<file path="config.mk">
export PLATFORM = sky130hd
export DESIGN_NAME = wdt_top
export DESIGN_NICKNAME = d
export VERILOG_FILES = /design/src/rtl/wdt_pkg.sv /design/src/rtl/wdt_prescaler.sv /design/src/rtl/wdt_datapath.sv /design/src/rtl/wdt_control.sv /design/src/rtl/wdt_top.sv
export SDC_FILE = /design/constraint.sdc
export NUM_CORES = 1
export LEC_CHECK = 0
export ABC_AREA = 0
export BUFFER_PORTS_ARGS = -buffer_cell sky130_fd_sc_hd__buf_2
export CORE_AREA = 2 2 59 61
export CTS_CLUSTER_DIAMETER = 150
export DETAILED_ROUTE_END_ITERATION = 8
export DIE_AREA = 0 0 61 63
export PLACE_DENSITY = 0.71
export SYNTH_ARGS = -nofsm -noshare
export SYNTH_HDL_FRONTEND = slang
export SYNTH_SLANG_ARGS = --single-unit
</file>
<file path="constraint.sdc">
create_clock -name clk -period 2 [get_ports clk]
set_clock_uncertainty 0.05 [all_clocks]
set_input_delay 0.4 -clock clk [delete_from_list [all_inputs] [get_ports clk]]
set_output_delay 0.4 -clock clk [all_outputs]
set_load 0.02 [all_outputs]
</file>
<file path="src/rtl/wdt_pkg.sv">
package wdt_pkg;
  // Strobes from control to datapath
  typedef struct packed {
    logic countEn;  // counter may advance on a prescaler tick
    logic hold;     // reset pulse active: clear counter and prescaler
  } wdtCtl_t;
endpackage

</file>
<file path="src/rtl/wdt_prescaler.sv">
module wdt_prescaler #(
  parameter int PRESC_W = 8,
  parameter int DIV_EXP0 = 1,
  parameter int DIV_EXP1 = 2,
  parameter int DIV_EXP2 = 7,
  parameter int DIV_EXP3 = 8
) (
  input  logic       clk,
  input  logic       rstN,
  input  logic       clear,
  input  logic [1:0] sel,
  output logic       tick
);
  localparam logic [PRESC_W-1:0] MASK0 = PRESC_W'((1 << DIV_EXP0) - 1);
  localparam logic [PRESC_W-1:0] MASK1 = PRESC_W'((1 << DIV_EXP1) - 1);
  localparam logic [PRESC_W-1:0] MASK2 = PRESC_W'((1 << DIV_EXP2) - 1);
  localparam logic [PRESC_W-1:0] MASK3 = PRESC_W'((1 << DIV_EXP3) - 1);

  logic [PRESC_W-1:0] presc;
  logic [PRESC_W-1:0] mask;

  always_comb begin
    case (sel)
      2'd0:    mask = MASK0;
      2'd1:    mask = MASK1;
      2'd2:    mask = MASK2;
      default: mask = MASK3;
    endcase
  end

  assign tick = ((presc & mask) == mask);

  always_ff @(posedge clk or negedge rstN) begin
    if (!rstN)      presc <= '0;
    else if (clear) presc <= '0;
    else            presc <= presc + 1'b1;
  end

  // Every divisor is at least 2, so two ticks never come back to back
  assert_tick_spacing_R2: assert property (@(posedge clk) disable iff (!rstN)
    (tick && !clear) |=> !tick);
  // A restart puts the prescaler at zero, and no divisor ticks at zero
  assert_clear_restarts_R2: assert property (@(posedge clk) disable iff (!rstN)
    clear |=> !tick);
endmodule

</file>
<file path="src/rtl/wdt_datapath.sv">
module wdt_datapath
  import wdt_pkg::*;
#(
  parameter int CNT_W    = 16,
  parameter int RELOAD_W = 8,
  parameter int PRESC_W  = 8,
  parameter int DIV_EXP0 = 1,
  parameter int DIV_EXP1 = 2,
  parameter int DIV_EXP2 = 7,
  parameter int DIV_EXP3 = 8
) (
  input  logic                clk,
  input  logic                rstN,
  input  wdtCtl_t             ctl,
  input  logic                serviceStb,
  input  logic [RELOAD_W-1:0] reloadVal,
  input  logic [1:0]          prescSel,
  output logic                wrapEvt
);
  localparam int LOW_W = CNT_W - RELOAD_W;

  logic [CNT_W-1:0] cnt;
  logic             tick;
  logic             atMax;

  wdt_prescaler #(
    .PRESC_W(PRESC_W), .DIV_EXP0(DIV_EXP0), .DIV_EXP1(DIV_EXP1),
    .DIV_EXP2(DIV_EXP2), .DIV_EXP3(DIV_EXP3)
  ) uPresc (
    .clk(clk), .rstN(rstN), .clear(ctl.hold | serviceStb),
    .sel(prescSel), .tick(tick)
  );

  assign atMax   = &cnt;
  assign wrapEvt = !ctl.hold && !serviceStb && ctl.countEn && tick && atMax;

  always_ff @(posedge clk or negedge rstN) begin
    if (!rstN)                      cnt <= '0;
    else if (ctl.hold)              cnt <= '0;
    else if (serviceStb)            cnt <= {reloadVal, {LOW_W{1'b0}}};
    else if (ctl.countEn && tick)   cnt <= cnt + 1'b1;
  end

  assert_service_reload_R3: assert property (@(posedge clk) disable iff (!rstN)
    (serviceStb && !ctl.hold) |=> (cnt == {$past(reloadVal), {LOW_W{1'b0}}}));
  assert_hold_zero_R5: assert property (@(posedge clk) disable iff (!rstN)
    ctl.hold |=> (cnt == '0));
  assert_disabled_stable_R9: assert property (@(posedge clk) disable iff (!rstN)
    (!ctl.countEn && !serviceStb && !ctl.hold) |=> $stable(cnt));
endmodule

</file>
<file path="src/rtl/wdt_control.sv">
module wdt_control
  import wdt_pkg::*;
#(
  parameter int PULSE_LEN = 16
) (
  input  logic    clk,
  input  logic    rstN,
  input  logic    wrapEvt,
  input  logic    disableStb,
  input  logic    enableStb,
  input  logic    initDoneStb,
  input  logic    enhancedMode,
  output wdtCtl_t ctl,
  output logic    resetReq,
  output logic    resetOutN
);
  localparam int PW = $clog2(PULSE_LEN + 1);

  logic          enabled;
  logic          initDone;
  logic [PW-1:0] pulseCnt;
  logic          reqQ;
  logic          pulseActive;

  assign pulseActive = (pulseCnt != '0);
  assign ctl.hold    = pulseActive;
  assign ctl.countEn = enabled && !pulseActive;
  assign resetReq    = reqQ;
  assign resetOutN   = !pulseActive;

  always_ff @(posedge clk or negedge rstN) begin
    if (!rstN) begin
      pulseCnt <= '0;
      reqQ     <= 1'b0;
    end else if (wrapEvt) begin
      pulseCnt <= PW'(PULSE_LEN);
      reqQ     <= 1'b1;
    end else begin
      reqQ <= 1'b0;
      if (pulseActive) pulseCnt <= pulseCnt - 1'b1;
    end
  end

  always_ff @(posedge clk or negedge rstN) begin
    if (!rstN) begin
      enabled  <= 1'b1;
      initDone <= 1'b0;
    end else if (pulseActive) begin
      enabled  <= 1'b1;
      initDone <= 1'b0;
    end else begin
      if (initDoneStb) initDone <= 1'b1;
      if (enableStb && enhancedMode)                        enabled <= 1'b1;
      else if (disableStb && (enhancedMode || !initDone))   enabled <= 1'b0;
    end
  end

  assert_reset_state_R1: assert property (@(posedge clk)
    $rose(rstN) |-> (resetOutN && !resetReq && enabled && !initDone));
  assert_req_single_R5: assert property (@(posedge clk) disable iff (!rstN)
    resetReq |=> !resetReq);
  assert_req_with_low_R5: assert property (@(posedge clk) disable iff (!rstN)
    resetReq |-> !resetOutN);
  assert_compat_lock_R6: assert property (@(posedge clk) disable iff (!rstN)
    (!enhancedMode && initDone && enabled) |=> enabled);
  assert_enh_disable_R7: assert property (@(posedge clk) disable iff (!rstN)
    (enhancedMode && disableStb && !enableStb && !pulseActive) |=> !enabled);
  assert_enh_enable_R7: assert property (@(posedge clk) disable iff (!rstN)
    (enhancedMode && enableStb) |=> enabled);
  assert_no_wrap_disabled_R9: assert property (@(posedge clk) disable iff (!rstN)
    !enabled |=> !resetReq);
endmodule

</file>
<file path="src/rtl/wdt_top.sv">
module wdt_top
  import wdt_pkg::*;
#(
  parameter int CNT_W     = 16,
  parameter int RELOAD_W  = 8,
  parameter int PRESC_W   = 8,
  parameter int DIV_EXP0  = 1,
  parameter int DIV_EXP1  = 2,
  parameter int DIV_EXP2  = 7,
  parameter int DIV_EXP3  = 8,
  parameter int PULSE_LEN = 16
) (
  input  logic                clk,
  input  logic                rstN,
  input  logic                serviceStb,
  input  logic [RELOAD_W-1:0] reloadVal,
  input  logic [1:0]          prescSel,
  input  logic                disableStb,
  input  logic                enableStb,
  input  logic                initDoneStb,
  input  logic                enhancedMode,
  output logic                resetReq,
  output logic                resetOutN
);
  wdtCtl_t ctl;
  logic    wrapEvt;

  wdt_datapath #(
    .CNT_W(CNT_W), .RELOAD_W(RELOAD_W), .PRESC_W(PRESC_W),
    .DIV_EXP0(DIV_EXP0), .DIV_EXP1(DIV_EXP1),
    .DIV_EXP2(DIV_EXP2), .DIV_EXP3(DIV_EXP3)
  ) uData (
    .clk(clk), .rstN(rstN), .ctl(ctl), .serviceStb(serviceStb),
    .reloadVal(reloadVal), .prescSel(prescSel), .wrapEvt(wrapEvt)
  );

  wdt_control #(.PULSE_LEN(PULSE_LEN)) uCtrl (
    .clk(clk), .rstN(rstN), .wrapEvt(wrapEvt), .disableStb(disableStb),
    .enableStb(enableStb), .initDoneStb(initDoneStb),
    .enhancedMode(enhancedMode), .ctl(ctl), .resetReq(resetReq),
    .resetOutN(resetOutN)
  );

  // Service wins over a wrap in the same cycle
  assert_service_wins_R8: assert property (@(posedge clk) disable iff (!rstN)
    (serviceStb && resetOutN) |=> !resetReq);
endmodule

</file>
Word-level counts from Yosys, hierarchy flattened --
Cells that the tools add are included.
Word-level totals: bits in read-only memories 0, memories kept 0, register bits 32, latch bits 0, output and inout bits 2, bits of input ports 17, bits in writable memories 0, logic and storage cells 46
Cells by class: muxes and demuxes 13, reductions and logical operators 19, multipliers 0, add/sub/neg operators 3, equality and inequality tests 3, shifts and indexed selects 0, bitwise operators 2, divide/modulo/power cells 0, order comparisons 0
Operator list (number):
- 2-to-1 mux 16 bit | 3
- one-hot mux 8 bit (3 select lines) | 1
- adder 16 x 1 -> 16 bit (second input constant) | 1
- AND reduction 16 bit | 1
- 2-to-1 mux 5 bit | 2
- adder 8 x 1 -> 8 bit (second input constant) | 1
- bitwise AND 8 bit | 1
- equality test 8 bit | 1
- logical AND 1 bit | 8
- 2-to-1 mux 8 bit | 1
- 2-to-1 mux 1 bit | 6
- nonzero test 3 bit | 2
- nonzero test 5 bit | 1
- subtractor 5 x 1 -> 5 bit (second input constant) | 1
- nonzero test 2 bit | 2
- zero test 1 bit | 3
- equality test 2 x 1 -> 1 bit (second input constant) | 1
- equality test 2 bit (second input constant) | 1
- zero test 2 bit | 1
- logical OR 1 bit | 1
- bitwise OR 1 bit | 1

Longest topological paths before layout --
word-level depth 8, gate-level depth with buffers 7, gate-level depth less buffers 7

Modules after synthesis --
From an unflattened synthesis, not the netlist that was laid out.
Second synthesis, totals: cell total of the unflattened synthesis 175, area total of the unflattened synthesis 1649.1 um^2
By module, submodules not included:
- wdt_datapath | area each 894.6 um^2, instances 1, sequential area each 400.4 um^2, cells each 100
- wdt_prescaler | area each 377.9 um^2, instances 1, sequential area each 200.2 um^2, cells each 39
- wdt_control | area each 376.6 um^2, instances 1, sequential area each 201.4 um^2, cells each 36

Least setup slack after synthesis --
OpenSTA, ideal clock, no wires.
path kind reg2out, start point register uCtrl.pulseCnt[0], end point output resetOutN, setup slack 0.180 ns, arrival 1.370 ns, stages on the path, launching flop included 5, path through dfrtp_1 > inv_1 > ha_1 > nor4b_4 > clkbuf_1
Between the ends: cells in the longest elaborated chain, start to end 2
Ends and longest elaborated chain:
- from (decl) | RTL line wdt_control.sv:21 | logic [PW-1:0] pulseCnt;
- from (signal assigned) | RTL line wdt_control.sv:36 | pulseCnt <= PW'(PULSE_LEN);
- from (signal assigned) | RTL line wdt_control.sv:40 | if (pulseActive) pulseCnt <= pulseCnt - 1'b1;
- nonzero test 5 bit | RTL line wdt_control.sv:25 | assign pulseActive = (pulseCnt != '0);
- zero test 1 bit | RTL line wdt_control.sv:29 | assign resetOutN = !pulseActive;
- to (decl) | RTL line wdt_top.sv:23 | output logic resetOutN
No other way between the ends.

Worst setup path in the final report --
start point register uCtrl.pulseCnt[1], end point output resetOutN
The elaborated chain is that of the path after synthesis.

==> reports/results.tsv <==
metric	value	unit
status	finished, final reports clean	
die width	61	um
largest net degree at the start of global routing	33	
dpl ws	0.145	ns
final setup margin	0.0584	ns
cell area after synthesis	1690	um2
CTS max path bufs	2	
Post-synth EDFFs	0	
Final HPWL DP	2.63	mm
Slew Viols, Final	0	
Req. time, crit path	1.55	ns
time the worst path needs with I/O delays and setup	1.94	ns
Crit Path Class	reg -> out	
Worst EP arrival	1.49	ns
post-synthesis cell count	168	
Crit. End Element	primary output	
worst slew pin tran	0.721	ns
Port Buffers	18	
final hold violation count	0	
Sink Count	32	
worst min path class	in -> async	
vias in the first global route	1367	
Placed Cells	235	
DRC	0	
Final Cycle Share	97.1	%
drt total wl	3.60	mm
drt wl/cell	14.6	um
CTS tree	done	
share of cells above drive strength 1	22.5	%
initial antenna violation count	0	
Primary FF master, synth	dfrtp_1	
Routed Antenna Nets	0	
PwrDens	605	nW/um2
Core Area	3230	um2
synth unique cells	37	
Final Non-Filler Cells	246	
htree depth	2	
sequential share of the synthesized area	47.3	%
cts bufs inserted	5	
Root Buffer	clkbuf_4	
io pins	19	
Crit Path Max Fanout	3	
setup TNS	0	ns
Worst slew margin	51.9	%
# Max-Cap Violations	0	
grt total ovfl	0	
Final Setup Violations	0	
drt initial violations	49	
nets@finish	219	
Vias per Instance	5.55	
placed cell area	1880	um2
Area Overhead vs Synth	16.2	%
syn nets	188	
Hold Slack	0.0568	ns
total track usage	21.1	%
1st-pass router iterations	6	
Initial Utilization	52.4	%
#FFs+latches synth	32	
clk slew on worst S/H paths	0.10	ns
fmax	515	MHz
final instance area	1970	um2
overall power	1.19	mW
Static Leakage	0.908	nW
maximum ir drop on the vdd rail	0.341	mV
syn_area_per_cell	10.1	um2
Clock Latency Late Sink	0.33	ns
Die Span Y	63	um
first-pass GRT wire length	5.99	mm
Async S/R FF share, synth	100	%
Synth warnings	0	
total number of vias	1366	
# diodes	0	
die area	3840	um2
fin util	60.9	%
GPL Wtd Cong	0.814	
Startpoint Class	flip-flop	
row count	21	
cells by family after synthesis:
family	count (synthesis)	synth area share, %
buffers and inverters	10	2.22
AND/OR/NAND/NOR	73	26.1
flip-flops	32	47.3
adder cells (fa/ha/maj)	3	2.22
AO/OA/AOI/OAI	33	13.3
XOR/XNOR	17	8.79
synth_stat cells, drive strengths merged, types with 5 or more instances:
| library cell | count | share of area, % |
|---|---|---|
| nand3 | 13 | 3.8 |
| dfrtp | 31 | 46 |
| o21ai | 11 | 3.2 |
| nand4 | 6 | 2.6 |
| a32o | 5 | 3.0 |
| nor2 | 18 | 4.4 |
| inv | 6 | 1.3 |
| a21oi | 7 | 2.1 |
| nand2 | 10 | 2.2 |
| xor2 | 8 | 4.1 |
| and3 | 6 | 2.2 |
| xnor2 | 9 | 4.7 |
registers in the layout, indices dropped and copies added, names as in the netlist:
name                count
uCtrl.resetReq          1
uData.cnt              16
uCtrl.initDone          1
uCtrl.pulseCnt          5
uCtrl.enabled           1
uData.uPresc.presc      8
path summary, 6_finish.rpt:
check	start	to	slack [ns]	cells after the start
worst max-delay path	uCtrl.pulseCnt[1]	resetOutN	0.06	5
worst min-delay path	rstN	uData.uPresc.presc[6]	0.06	1
worst max register to register	uData.cnt[0]	uCtrl.pulseCnt[1]	0.06	7
worst min register to register	uCtrl.initDone	uCtrl.initDone	0.45	1
max in group asynchronous	rstN	uCtrl.initDone	1.37	1
min in group clk	initDoneStb	uCtrl.initDone	0.24	2
layout by cell type (no fill, tap or decap), drive strengths merged:
master  instances
nor2b           1
nor3b           1
dfstp           1
nor2           18
xor2            8
o31a            1
nor4b           3
o21a            2
and2            4
a21o            2
nand2          10
xnor2           9
nand4           6
a32o            5
inv             6
o31ai           1
clkbuf          8
o21ai          11
and4            2
dfrtp          31
o21bai          1
nor3            3
nor4            3
a22o            1
nand3          13
ha              3
and3            6
a21oi           7
o22ai           1
or3             3
a22oi           1
buf            28
report_power, final:
group | switching, mW | leakage [nW] | internal (mW) | total (mW)
Clock | 0.214 | 0.0326 | 0.173 | 0.387
Combinational | 0.0641 | 0.456 | 0.0490 | 0.113
Sequential | 0.0199 | 0.420 | 0.670 | 0.690
Total | 0.298 | 0.908 | 0.893 | 1.19
layout make-up:
type,count,area (um2)
sequential,32,802
timing repair buffer,28,171
tap,46,57.6
clock buffer,8,58.8
fill,298,1260
multi-input combinational,126,857
inverter,6,22.5
metal layers:
metal  global-route usage, %  vias up  routed length [um]
li1                        -      669                   -
met1                    26.7      664                1610
met2                    33.5       28                1810
met3                    3.93        5                 125
met4                    10.6        0                  52
met5                       0        -                   0
repair_timing:
item | CTS | global route
setup endpoints to repair | 1 | 4
pin swaps | 0 | 1
setup buffers | 2 | 1
resized for setup | 2 | 2
hold buffers | 0 | 0
critical path: stages (launching register included):
cell,delay [ns]
dfrtp_1,0.41
inv_2,0.06
ha_2,0.19
nor4b_4,0.23
buf_6,0.14
buf_4,0.13
Note: power is estimated with default switching activity, not from simulation.
